**config.mk**
```make
export PLATFORM = sky130hd
export DESIGN_NAME = sup_reset_gen
export DESIGN_NICKNAME = d
export VERILOG_FILES = /design/src/rtl/sup_reset_gen.sv
export SDC_FILE = /design/constraint.sdc
export NUM_CORES = 1
export LEC_CHECK = 0
export ABC_AREA = 1
export BUFFER_PORTS_ARGS = -buffer_cell sky130_fd_sc_hd__buf_2
export CAP_MARGIN = 10
export CORE_MARGIN = 5
export CORE_UTILIZATION = 45
export CTS_CLUSTER_DIAMETER = 60
export DETAILED_ROUTE_END_ITERATION = 16
export GPL_TIMING_DRIVEN = 0
export PLACE_DENSITY = 0.66
export SETUP_SLACK_MARGIN = 0.3
export SLEW_MARGIN = 0
export SYNTH_ARGS = -nofsm -noshare
export SYNTH_HDL_FRONTEND = slang
export SYNTH_SLANG_ARGS = --single-unit
export TNS_END_PERCENT = 1
```
**constraint.sdc**
```tcl
create_clock -name clk -period 3.3 [get_ports clk]
set_input_delay 0.165 -clock clk [delete_from_list [all_inputs] [get_ports clk]]
set_output_delay 0.165 -clock clk [all_outputs]
set_load 0.05 [all_outputs]
```
**src/rtl/sup_reset_gen.sv**
```systemverilog
module sup_reset_gen #(
  parameter int HOLD_CYCLES = 10_000_000
) (
  input  logic clk,
  input  logic rst,
  input  logic vdd_low,
  input  logic btn_rst_n,
  input  logic on_battery,
  output logic cpu_rst_n
);
  localparam int CW = $clog2(HOLD_CYCLES + 1);
  localparam logic [CW-1:0] LIMIT = CW'(HOLD_CYCLES);

  logic          btn_m, btn_s;
  logic [CW-1:0] quiet;
  logic          disturb;

  always_ff @(posedge clk) begin
    if (rst) begin
      btn_m <= 1'b1;
      btn_s <= 1'b1;
    end else begin
      btn_m <= btn_rst_n;
      btn_s <= btn_m;
    end
  end

  assign disturb = vdd_low | on_battery | (~btn_s & ~on_battery);

  always_ff @(posedge clk) begin
    if (rst || disturb)
      quiet <= '0;
    else if (quiet != LIMIT)
      quiet <= quiet + 1'b1;
  end

  assign cpu_rst_n = (quiet == LIMIT);

  AST_RESET_HOLDS_LOW: assert property (@(posedge clk) rst |=> !cpu_rst_n);
  AST_SUPPLY_LOW: assert property (@(posedge clk) disable iff (rst) vdd_low |=> !cpu_rst_n);
  AST_BACKUP_LOW: assert property (@(posedge clk) disable iff (rst) on_battery |=> !cpu_rst_n);
  AST_BUTTON_LOW: assert property (@(posedge clk) disable iff (rst) !btn_s |=> !cpu_rst_n);
  AST_STAYS_RELEASED: assert property (@(posedge clk) disable iff (rst)
    (cpu_rst_n && !vdd_low && !on_battery && btn_s) |=> cpu_rst_n);
  AST_NO_OVERFLOW: assert property (@(posedge clk) disable iff (rst) quiet <= LIMIT);
endmodule

```
==> run_results.csv, run 1 <==
group,metric,value,unit
route,final_antenna_net_count,0,
die,fp.coreArea,3000,µm²
worst_setup_path,worstPathCellList,"inv_2, ha_1, nand3_1, nor2_1, nand3_1, inv_1, buf_2",
die,die-area,4300,µm²
logic_synthesis,mappedNetlistNets,228,
clock_network,htreeDepth,1,
worst_setup_path,cp_slowest_cell,"dfxtp_1",
route,wire_per_inst,10.9,µm
route,sum_of_routed_wire_length_over_all_layers,2890,µm
timing,min_period_over_period,0.583,
timing,worst_clock_skew,0.00508,ns
die,fp.dieW,65.6,µm
power_and_ir_drop,power_density,329,nW/µm²
clock_network,cts_max_path_buffers,2,
logic_synthesis,synth.avg_cell_area,6.29,µm²
timing,post-route-min-period,1.92,ns
logic_synthesis,postSynthRegisterBits,26,
timing,setup_violations,0,
route,detail_route.first_pass.iterations,4,
logic_synthesis,netlist_instances,221,
worst_setup_path,crit_arrival,1.76,ns
global_route,grt-busiest-layer,"met2",
hold_path,worst_hold_path_type,"in -> reg",
timing,worstMarginPinSlew,0.531,ns
worst_setup_path,setup_slack_of_the_worst_register_to_register_path,1.65,ns
route,first_iter_violations,66,
clock_network,ctsResizeCount,0,
place,post-place-cells,259,
timing,maxClockFrequency,0.520,GHz
finish,layout.core_utilization,0.500,
finish,post_layout_nonfiller_instances,264,
finish,net_total_in_the_final_layout,239,
route,remaining_drc_errors,0,
logic_synthesis,synth.lib_cells_used.distinct,20,
die,rows,20,
die,starting_density_of_the_core,0.463,
logic_synthesis,synth_largest_type_area_fraction,0.374,
worst_setup_path,max_stage_delay,0.41,ns
global_route,globalRoute.totalOverflow,0,
global_route,number_of_global_route_vias_before_repair,1215,
clock_network,tritoncts,"built",
power_and_ir_drop,leakage,0.518,nW
clock_network,numCtsBuffers,3,
job,cap_violations,0,
global_route,grt.met1_usage,0.225,
finish,most_common_library_cell_in_the_layout_ignoring_fill_and_taps,"nand2_1",
global_route,grt_max_degree,15,
finish,final_layout_size_suffix_gt1_frac,0.104,
route,num_vias,1285,
power_and_ir_drop,power.ir.vdd_worst,193,µV
place,place.detailed.hpwl,2230,µm
clock_network,clock-root-buffer,"clkbuf_4",
logic_synthesis,synthTopCellsByArea,"dfxtp_1 37%, nand2_1 16%, nor2_1 13%",
logic_synthesis,synth_area,1390,µm²
timing,worst_hold_check_slack,0.0421,ns
global_route,antenna_found_initial,0,
logic_synthesis,synth_area_leader_cell,"dfxtp_1",
logic_synthesis,synth_ff_type,"dfxtp_1",
worst_setup_path,crit_path_max_fanout,7,
finish,final_cell_mix,"60 x nand2_1, 47 x nor2_1, 26 x dfxtp_1",
logic_synthesis,ys_seq_area_frac,0.374,
place,numPortBuffers,5,
global_route,met3_usage,0.0256,
worst_setup_path,timing.critical_path.from_type,"register",
logic_synthesis,ys_async_sr_fraction,0,
timing,setup_repair_after_global_routing_missed_its_margin,"false",
die,die_h,65.6,µm
place,globalplace.congestion,0.853,
worst_setup_path,worst_setup_path_end_kind,"output pin",
logic_synthesis,synth-warning-count,0,
global_route,grtUsageMet2,0.258,
worst_setup_path,timing.critical_path.required,3.13,ns
status,status,"complete, no violations",
route,detail_route.vias_per_cell,4.87,
die,num_io_pins,6,
logic_synthesis,synth_enable_flop_cells,0,
worst_setup_path,critPathMostFrequentCell,"nand3_1",
clock_network,clk-insertion-delay-late,0.32,ns
clock_network,clk_pin_slew,0.13,ns
clock_network,cts_num_sinks,26,
timing,worst_slew_margin_rel,0.646,
global_route,grt_first_pass_wirelength,5460,µm
finish,area_delta_synth_final,8.10,%
timing,drv_slew,0,
timing,setup_tns,0,ns
timing,hold_viol,0,
worst_setup_path,worst-setup-path-type,"reg -> out",
global_route,grt_use_total,0.163,
finish,insertedDiodeCount,0,
power breakdown:
part / total [mW] / internal (mW) / switching [mW]
combinational: 0.0152 / 0.00637 / 0.00880
sequential: 0.317 / 0.316 / 0.00142
clock: 0.163 / 0.0676 / 0.0950
critical path, delay by kind of cell, from the launching register on:
| kind | cells | cell delay (ns) |
|---|---|---|
| fa+ha+maj | 1 | 0.16 |
| buf+inv | 3 | 0.47 |
| flops | 1 | 0.41 |
| simple gates | 3 | 0.40 |
area by class of cell:
cell class / count / area, µm²
Buffer: 2 / 8.76
Multi-Input combinational cell: 167 / 763
Sequential cell: 26 / 520
Tap cell: 33 / 41.3
Fill cell: 342 / 1500
Inverter: 26 / 97.6
Clock buffer: 4 / 36.3
Timing Repair Buffer: 6 / 35.0
cells in the mapped netlist (3+ instances only):
cell type and number:
nand3_1 15, nor2_1 47, inv_1 24, nor2_2 4, dfxtp_1 26, nand2_2 3, nand2_1 60, o21ai_0 5
a21oi_1 18
worst paths after layout:
kind,start,end,cells after the start
setup / recovery,quiet[0],cpu_rst_n,7
hold / removal,rst,btn_s,2
setup reg to reg,quiet[0],quiet[22],9
hold reg to reg,btn_m,btn_s,1
cells by family (layout without fill, tap and decap cells):
| logic type | Yosys count | in the layout | share of synthesized area |
|---|---|---|---|
| XOR/XNOR | 2 | 2 | 0.0126 |
| adder cells (fa/ha/maj) | 2 | 2 | 0.0180 |
| buffers and inverters | 28 | 38 | 0.0765 |
| flip-flops | 26 | 26 | 0.374 |
| AND/OR/NAND/NOR | 138 | 138 | 0.425 |
| AO/OA/AOI/OAI | 25 | 25 | 0.0936 |
registers in the layout, indices dropped and copies added (netlist names):
register / cells
quiet: 24
btn_m: 1
btn_s: 1
routing by layer:
metal	up-vias	routed length, µm
li1	709	-
met1	549	1450
met2	23	1280
met3	4	110
met4	0	48
met5	-	0
what timing repair did:
item,CTS,global route
hold endpoints to repair,1,0
hold buffers,1,0
buffers inserted,0,0
stage by stage:
stage | total power [mW] | setup WS (ns) | instance area (µm²)
final | 0.495 | 1.38 | 1500
after global routing | 0.523 | 1.16 | 1500
after CTS | 0.505 | 1.35 | 1500
after detailed placement | 0.339 | 1.67 | 1460
after global placement | 0.338 | 1.65 | 1460
after floorplan | 0.333 | 1.87 | 1390
Note: power is estimated with default switching activity, not from simulation.
==> run 2: changes to the inputs <==
ABC_AREA = 0   (was 1)
PLACE_DENSITY = 0.69   (was 0.66)
clock period = 1.6 ns   (was 3.3 ns; I/O delays follow)
==> run 2 against run 1 <==
Routed wire length down 8.4%. Non-clock buffer count up 5. Via count down 14%. The run now ends with setup timing left.
==> run_results.csv, run 2 <==
group,metric,value,unit
timing,setup_ws,-0.436,ns
clock_network,cts_max_path_buffers,2,
status,status,"finished with violations",
timing,post-route-min-period,2.04,ns
global_route,grt_use_total,0.145,
finish,insertedDiodeCount,0,
logic_synthesis,mappedNetlistNets,152,
power_and_ir_drop,power.ir.vdd_worst,475,µV
timing,setup_violations,15,
die,die_h,62.8,µm
hold_path,whs_endpoint,"quiet[23]",
logic_synthesis,synth.most_common_cell,"dfxtp_1",
finish,net_total_in_the_final_layout,166,
hold_path,worst_hold_path_type,"in -> reg",
power_and_ir_drop,leakage,0.442,nW
die,fp.coreArea,2710,µm²
hold_path,hold_path.startpoint,"on_battery",
route,wire_per_inst,14.0,µm
die,fp.dieW,62.8,µm
route,detail_route.vias_per_cell,5.88,
logic_synthesis,combinational_family_with_the_most_area_after_synthesis,"simple AND/OR/NAND/NOR gates",
logic_synthesis,synth-compound-area-share,0.130,
job,cap_violations,0,
worst_setup_path,setup_slack_of_the_worst_register_to_register_path,-0.22,ns
timing,worst_slew_margin_rel,0.664,
worst_setup_path,timing.critical_path.required,1.52,ns
worst_setup_path,crit_arrival,1.96,ns
clock_network,clk-insertion-delay-late,0.32,ns
clock_network,clk_pin_slew,0.14,ns
place,postPlaceCellArea,1360,µm²
logic_synthesis,ys_async_sr_fraction,0,
logic_synthesis,ys_seq_area_frac,0.414,
worst_setup_path,timing.critical_path.from_type,"register",
worst_setup_path,worst-setup-path-type,"reg -> out",
clock_network,tritoncts,"built",
finish,post_layout_nonfiller_instances,189,
finish,final_design_area_no_fill,1460,µm²
route,num_vias,1111,
status,violations_in_the_final_reports,"setup timing",
worst_setup_path,crit_path_max_fanout,3,
clock_network,htreeDepth,1,
timing,worstMarginPinSlew,0.499,ns
logic_synthesis,synth_commonest_cells,"26 x dfxtp_1, 13 x a21oi_1, 11 x nor2_1",
power_and_ir_drop,power_density,692,nW/µm²
logic_synthesis,synth_largest_type_area_fraction,0.414,
logic_synthesis,synth-warning-count,0,
logic_synthesis,netlist_instances,145,
die,num_io_pins,6,
logic_synthesis,synthMuxAreaShare,0,
place,globalplace.congestion,0.815,
place,post-place-cells,181,
clock_network,clock-root-buffer,"clkbuf_4",
route,sum_of_routed_wire_length_over_all_layers,2640,µm
logic_synthesis,synth.lib_cells_used.distinct,32,
logic_synthesis,synthTopCellsByArea,"dfxtp_1 41%, a21oi_1 5.2%, xnor2_1 4.2%",
global_route,globalRoute.totalOverflow,0,
global_route,antenna_found_initial,0,
clock_network,numCtsBuffers,3,
die,die-area,3950,µm²
timing,min_period_over_period,1.27,
logic_synthesis,synth_simple_gate_area_share,0.328,
timing,setup_repair_after_global_routing_missed_its_margin,"true",
worst_setup_path,r2r_start,"quiet[6]",
finish,reg_top3,"quiet x24, btn_m x1, btn_s x1",
die,starting_density_of_the_core,0.464,
timing,worst_hold_check_slack,0.0350,ns
finish,flip_flop_count_of_the_largest_register_after_layout,24,
worst_setup_path,worst_setup_path_end_kind,"output pin",
finish,final_cell_mix,"17 x dfxtp_1, 13 x a21oi_1, 10 x nand3_1, 10 x o21ai_0, 10 x nor2_1",
route,final_antenna_net_count,0,
finish,area_delta_synth_final,16.1,%
logic_synthesis,synth_fa_ha_area_frac,0.0199,
global_route,grt_max_degree,15,
logic_synthesis,synth.avg_cell_area,8.66,µm²
global_route,number_of_global_route_vias_before_repair,1118,
logic_synthesis,synth_ff_type,"dfxtp_1",
global_route,grt_first_pass_wirelength,4820,µm
timing,hold_viol,0,
logic_synthesis,postSynthRegisterBits,26,
finish,most_common_library_cell_in_the_layout_ignoring_fill_and_taps,"dfxtp_1",
worst_setup_path,timing.rr.end,"quiet[13]",
logic_synthesis,synth_area,1260,µm²
timing,setup_tns,-2.82,ns
hold_path,min_delay_path_depth,3,
route,detail_route.first_pass.iterations,6,
route,remaining_drc_errors,0,
clock_network,cts_num_sinks,26,
logic_synthesis,synth_area_leader_cell,"dfxtp_1",
worst_setup_path,reg2regPathDepth,5,
logic_synthesis,synth_enable_flop_cells,0,
place,place.detailed.hpwl,1890,µm
timing,maxClockFrequency,0.491,GHz
timing,drv_slew,0,
logic_synthesis,post_synth_xor_area_fraction,0.0627,
route,first_iter_violations,44,
place,numPortBuffers,5,
timing,worst_clock_skew,0.00321,ns
finish,final_layout_size_suffix_gt1_frac,0.241,
die,rows,19,
finish,largest_register,"quiet",
## run 2: cell count changes in the layout (fill, tap and decap cells not counted), sizes merged, moves of 6 or more
cell,before,now
nand2,63,7
nor2,53,11
inv,26,7
or3,0,9
nor3,0,7
nand3,16,10
xnor2,0,6
## run 2: worst max-delay path: stages (launching register included)
cell and delay [ns]:
dfxtp_4 0.37, or4b_4 0.51, or4_4 0.46, nor2_4 0.13, buf_6 0.17
## run 2: where the power goes
part / total (mW) / internal [mW] / switching, mW
sequential: 0.647 / 0.643 / 0.00341
clock: 0.333 / 0.139 / 0.194
combinational: 0.0294 / 0.0146 / 0.0148
## run 2: layout make-up
cell class              count  area [µm²]
fillers                   275        1250
multi-input cells         108         713
flip-flops and latches     26         544
repair buffers              9        66.3
well taps                  31        38.8
clock buffers               4        36.3
plain buffers               4        33.8
inverters                   7        26.3
## run 2: how the worst max path moves through the flow
stage | from | to | slack (ns)
finish | quiet[13] | cpu_rst_n | -0.44
global route | quiet[13] | cpu_rst_n | -0.51
CTS | quiet[13] | cpu_rst_n | -0.45
detailed placement | quiet[0] | quiet[16] | -0.22
global placement | quiet[0] | quiet[22] | -0.20
floorplan | quiet[0] | quiet[18] | -0.11
## run 2: kinds of logic after synthesis
kind of cell	after synthesis
AND/OR/NAND/NOR	68
AO/OA/AOI/OAI	29
buffers and inverters	11
flip-flops	26
adder cells (fa/ha/maj)	2
XOR/XNOR	9
## run 2: layer usage
metal / part of all wire / GRT usage / routed length (µm) / vias up
li1: - / - / - / 564
met1: 0.47 / 0.176 / 1230 / 525
met2: 0.49 / 0.259 / 1300 / 17
met3: 0.033 / 0.0216 / 86 / 5
met4: 0.011 / 0.0451 / 29 / 0
met5: 0 / 0 / 0 / -
## run 2: through the flow
step	total power [mW]	utilization	setup WS, ns
after global placement	0.689	0.502	-0.198
after CTS	1.02	0.538	-0.447
after global routing	1.06	0.538	-0.507
final	1.01	0.538	-0.436
after floorplan	0.678	-	-0.110
after detailed placement	0.689	0.502	-0.218
## run 2: timing repair
| action | 4_1_cts | 5_1_grt |
|---|---|---|
| pin swaps | 2 | 4 |
| setup endpoints to repair | 25 | 19 |
| resized for setup | 12 | 1 |
| hold buffers | 2 | 0 |
| gates cloned | 0 | 0 |
| hold endpoints to repair | 2 | 0 |
| setup buffers | 2 | 0 |
==> run 3: changes to the inputs <==
ABC_AREA = unset   (was 0)
CORE_MARGIN = 1.5   (was 5)
==> run 3 against run 2 <==
The run still ends with setup timing left. Sequential power barely moved. Fmax rose by 0.95%. Design area grew 1.4%. Routed wire length fell by 1.4%.
==> run_results.csv, run 3 (synthesis gave the netlist of run 2 again) <==
group,metric,value,unit
status,status,"finished with violations",
status,violations_in_the_final_reports,"setup timing",
place,globalplace.congestion,0.744,
finish,largest_register,"quiet",
power_and_ir_drop,power.ir.vdd_worst,516,µV
worst_setup_path,crit_path_max_fanout,3,
timing,maxClockFrequency,0.496,GHz
timing,min_period_over_period,1.26,
worst_setup_path,timing.critical_path.required,1.52,ns
worst_setup_path,crit_arrival,1.94,ns
route,final_antenna_net_count,0,
worst_setup_path,setup_slack_of_the_worst_register_to_register_path,-0.24,ns
hold_path,hold_path.startpoint,"on_battery",
timing,post-route-min-period,2.02,ns
timing,setup_ws,-0.417,ns
timing,hold_viol,0,
global_route,globalRoute.totalOverflow,0,
timing,drv_slew,0,
global_route,antenna_found_initial,0,
timing,worstMarginPinSlew,0.526,ns
die,die_h,55.8,µm
worst_setup_path,r2r_start,"quiet[0]",
die,fp.coreArea,2570,µm²
clock_network,cts_num_sinks,26,
route,num_vias,1084,
worst_setup_path,worst-setup-path-type,"reg -> out",
worst_setup_path,timing.rr.end,"quiet[16]",
finish,net_total_in_the_final_layout,165,
power_and_ir_drop,power_density,681,nW/µm²
hold_path,min_delay_path_depth,3,
die,starting_density_of_the_core,0.489,
power_and_ir_drop,total_power_draw,1.01,mW
place,numPortBuffers,5,
global_route,grt_max_degree,15,
route,remaining_drc_errors,0,
clock_network,numCtsBuffers,3,
worst_setup_path,worstPathCellList,"or4b_4, or4_4, nor2_4, buf_8",
global_route,grt_first_pass_wirelength,4430,µm
die,rows,18,
timing,worst_clock_skew,0.00273,ns
hold_path,whs_endpoint,"quiet[23]",
place,place.detailed.hpwl,1860,µm
worst_setup_path,worst_setup_path_end_kind,"output pin",
clock_network,tritoncts,"built",
route,wire_per_inst,13.9,µm
finish,reg_top3,"quiet x24, btn_m x1, btn_s x1",
clock_network,htreeDepth,1,
job,cap_violations,0,
hold_path,worst_hold_path_type,"in -> reg",
finish,final_layout_size_suffix_gt1_frac,0.268,
timing,setup_violations,15,
finish,multiInputGateArea,738,µm²
timing,setup_repair_after_global_routing_missed_its_margin,"true",
global_route,number_of_global_route_vias_before_repair,995,
die,num_io_pins,6,
die,die-area,3120,µm²
route,detail_route.first_pass.iterations,4,
finish,fill_count,245,
finish,most_common_library_cell_in_the_layout_ignoring_fill_and_taps,"dfxtp_1",
finish,area_delta_synth_final,17.7,%
clock_network,clock-root-buffer,"clkbuf_4",
worst_setup_path,cp_slowest_cell,"or4b_4",
place,post-place-cells,180,
route,first_iter_violations,47,
route,sum_of_routed_wire_length_over_all_layers,2610,µm
clock_network,clk-insertion-delay-late,0.32,ns
worst_setup_path,timing.critical_path.from_type,"register",
finish,post_layout_nonfiller_instances,187,
clock_network,cts_max_path_buffers,2,
finish,final_cell_mix,"16 x dfxtp_1, 10 x a21oi_1, 10 x nor2_1",
timing,worst_hold_check_slack,0.0313,ns
die,fp.dieW,55.8,µm
finish,flip_flop_count_of_the_largest_register_after_layout,24,
clock_network,clk_pin_slew,0.14,ns
route,detail_route.vias_per_cell,5.80,
finish,insertedDiodeCount,0,
place,dp_slack,-0.252,ns
finish,total_area_of_sequential_cells,548,µm²
timing,worst_slew_margin_rel,0.646,
worst_setup_path,max_stage_delay,0.53,ns
global_route,grt_use_total,0.176,
power_and_ir_drop,leakage,0.440,nW
worst_setup_path,reg2regPathDepth,6,
## run 3: metrics by stage
stage          utilization  setup TNS, ns  instance area, µm²
3_5_place_dp         0.529          -2.66                1360
5_1_grt              0.576          -4.20                1480
4_1_cts              0.562          -2.95                1440
2_1_floorplan            -         -0.869                1300
3_3_place_gp         0.529          -2.22                1360
6_report             0.576          -2.92                1480
## run 3: area by class of cell
class                           instances  area share
Timing Repair Buffer                    8      0.0423
Multi-Input combinational cell        108       0.499
Buffer                                  4      0.0203
Inverter                                7      0.0178
Sequential cell                        26       0.371
Clock buffer                            4      0.0245
Tap cell                               30      0.0254
## run 3: metal layers
metal	vias up	wire [µm]	GRT usage
met3	2	76	0.0209
met2	15	1260	0.287
li1	553	-	-
met5	-	0	0
met4	0	18	0.0612
met1	514	1250	0.240
## run 3: where the power goes
part           leakage (nW)  total (mW)  switching, mW  internal (mW)
sequential            0.217       0.646        0.00391          0.642
combinational         0.202      0.0274         0.0146         0.0128
clock                0.0210       0.334          0.195          0.139
total                 0.440        1.01          0.213          0.794
## run 3: how the worst max path moves through the flow
stage | from | endpoint | slack, ns
2_1_floorplan | quiet[0] | quiet[18] | -0.11
3_3_place_gp | quiet[0] | quiet[18] | -0.20
3_5_place_dp | quiet[0] | quiet[16] | -0.25
4_1_cts | quiet[11] | cpu_rst_n | -0.45
5_1_grt | quiet[11] | cpu_rst_n | -0.49
6_report | quiet[11] | cpu_rst_n | -0.42
## run 3: timing repair
item / in CTS / in global routing
pin swaps: 4 / 4
endpoints found under the hold margin: 2 / 0
resized for setup: 9 / 10
hold buffers: 2 / 0
setup buffers: 1 / 0
setup endpoints to repair: 25 / 25
## run 3: worst max-delay path: cells and delay by family, from the launching register on
family        cells  cell delay [ns]
buf+inv           1             0.15
flops             1             0.36
simple gates      3             1.11
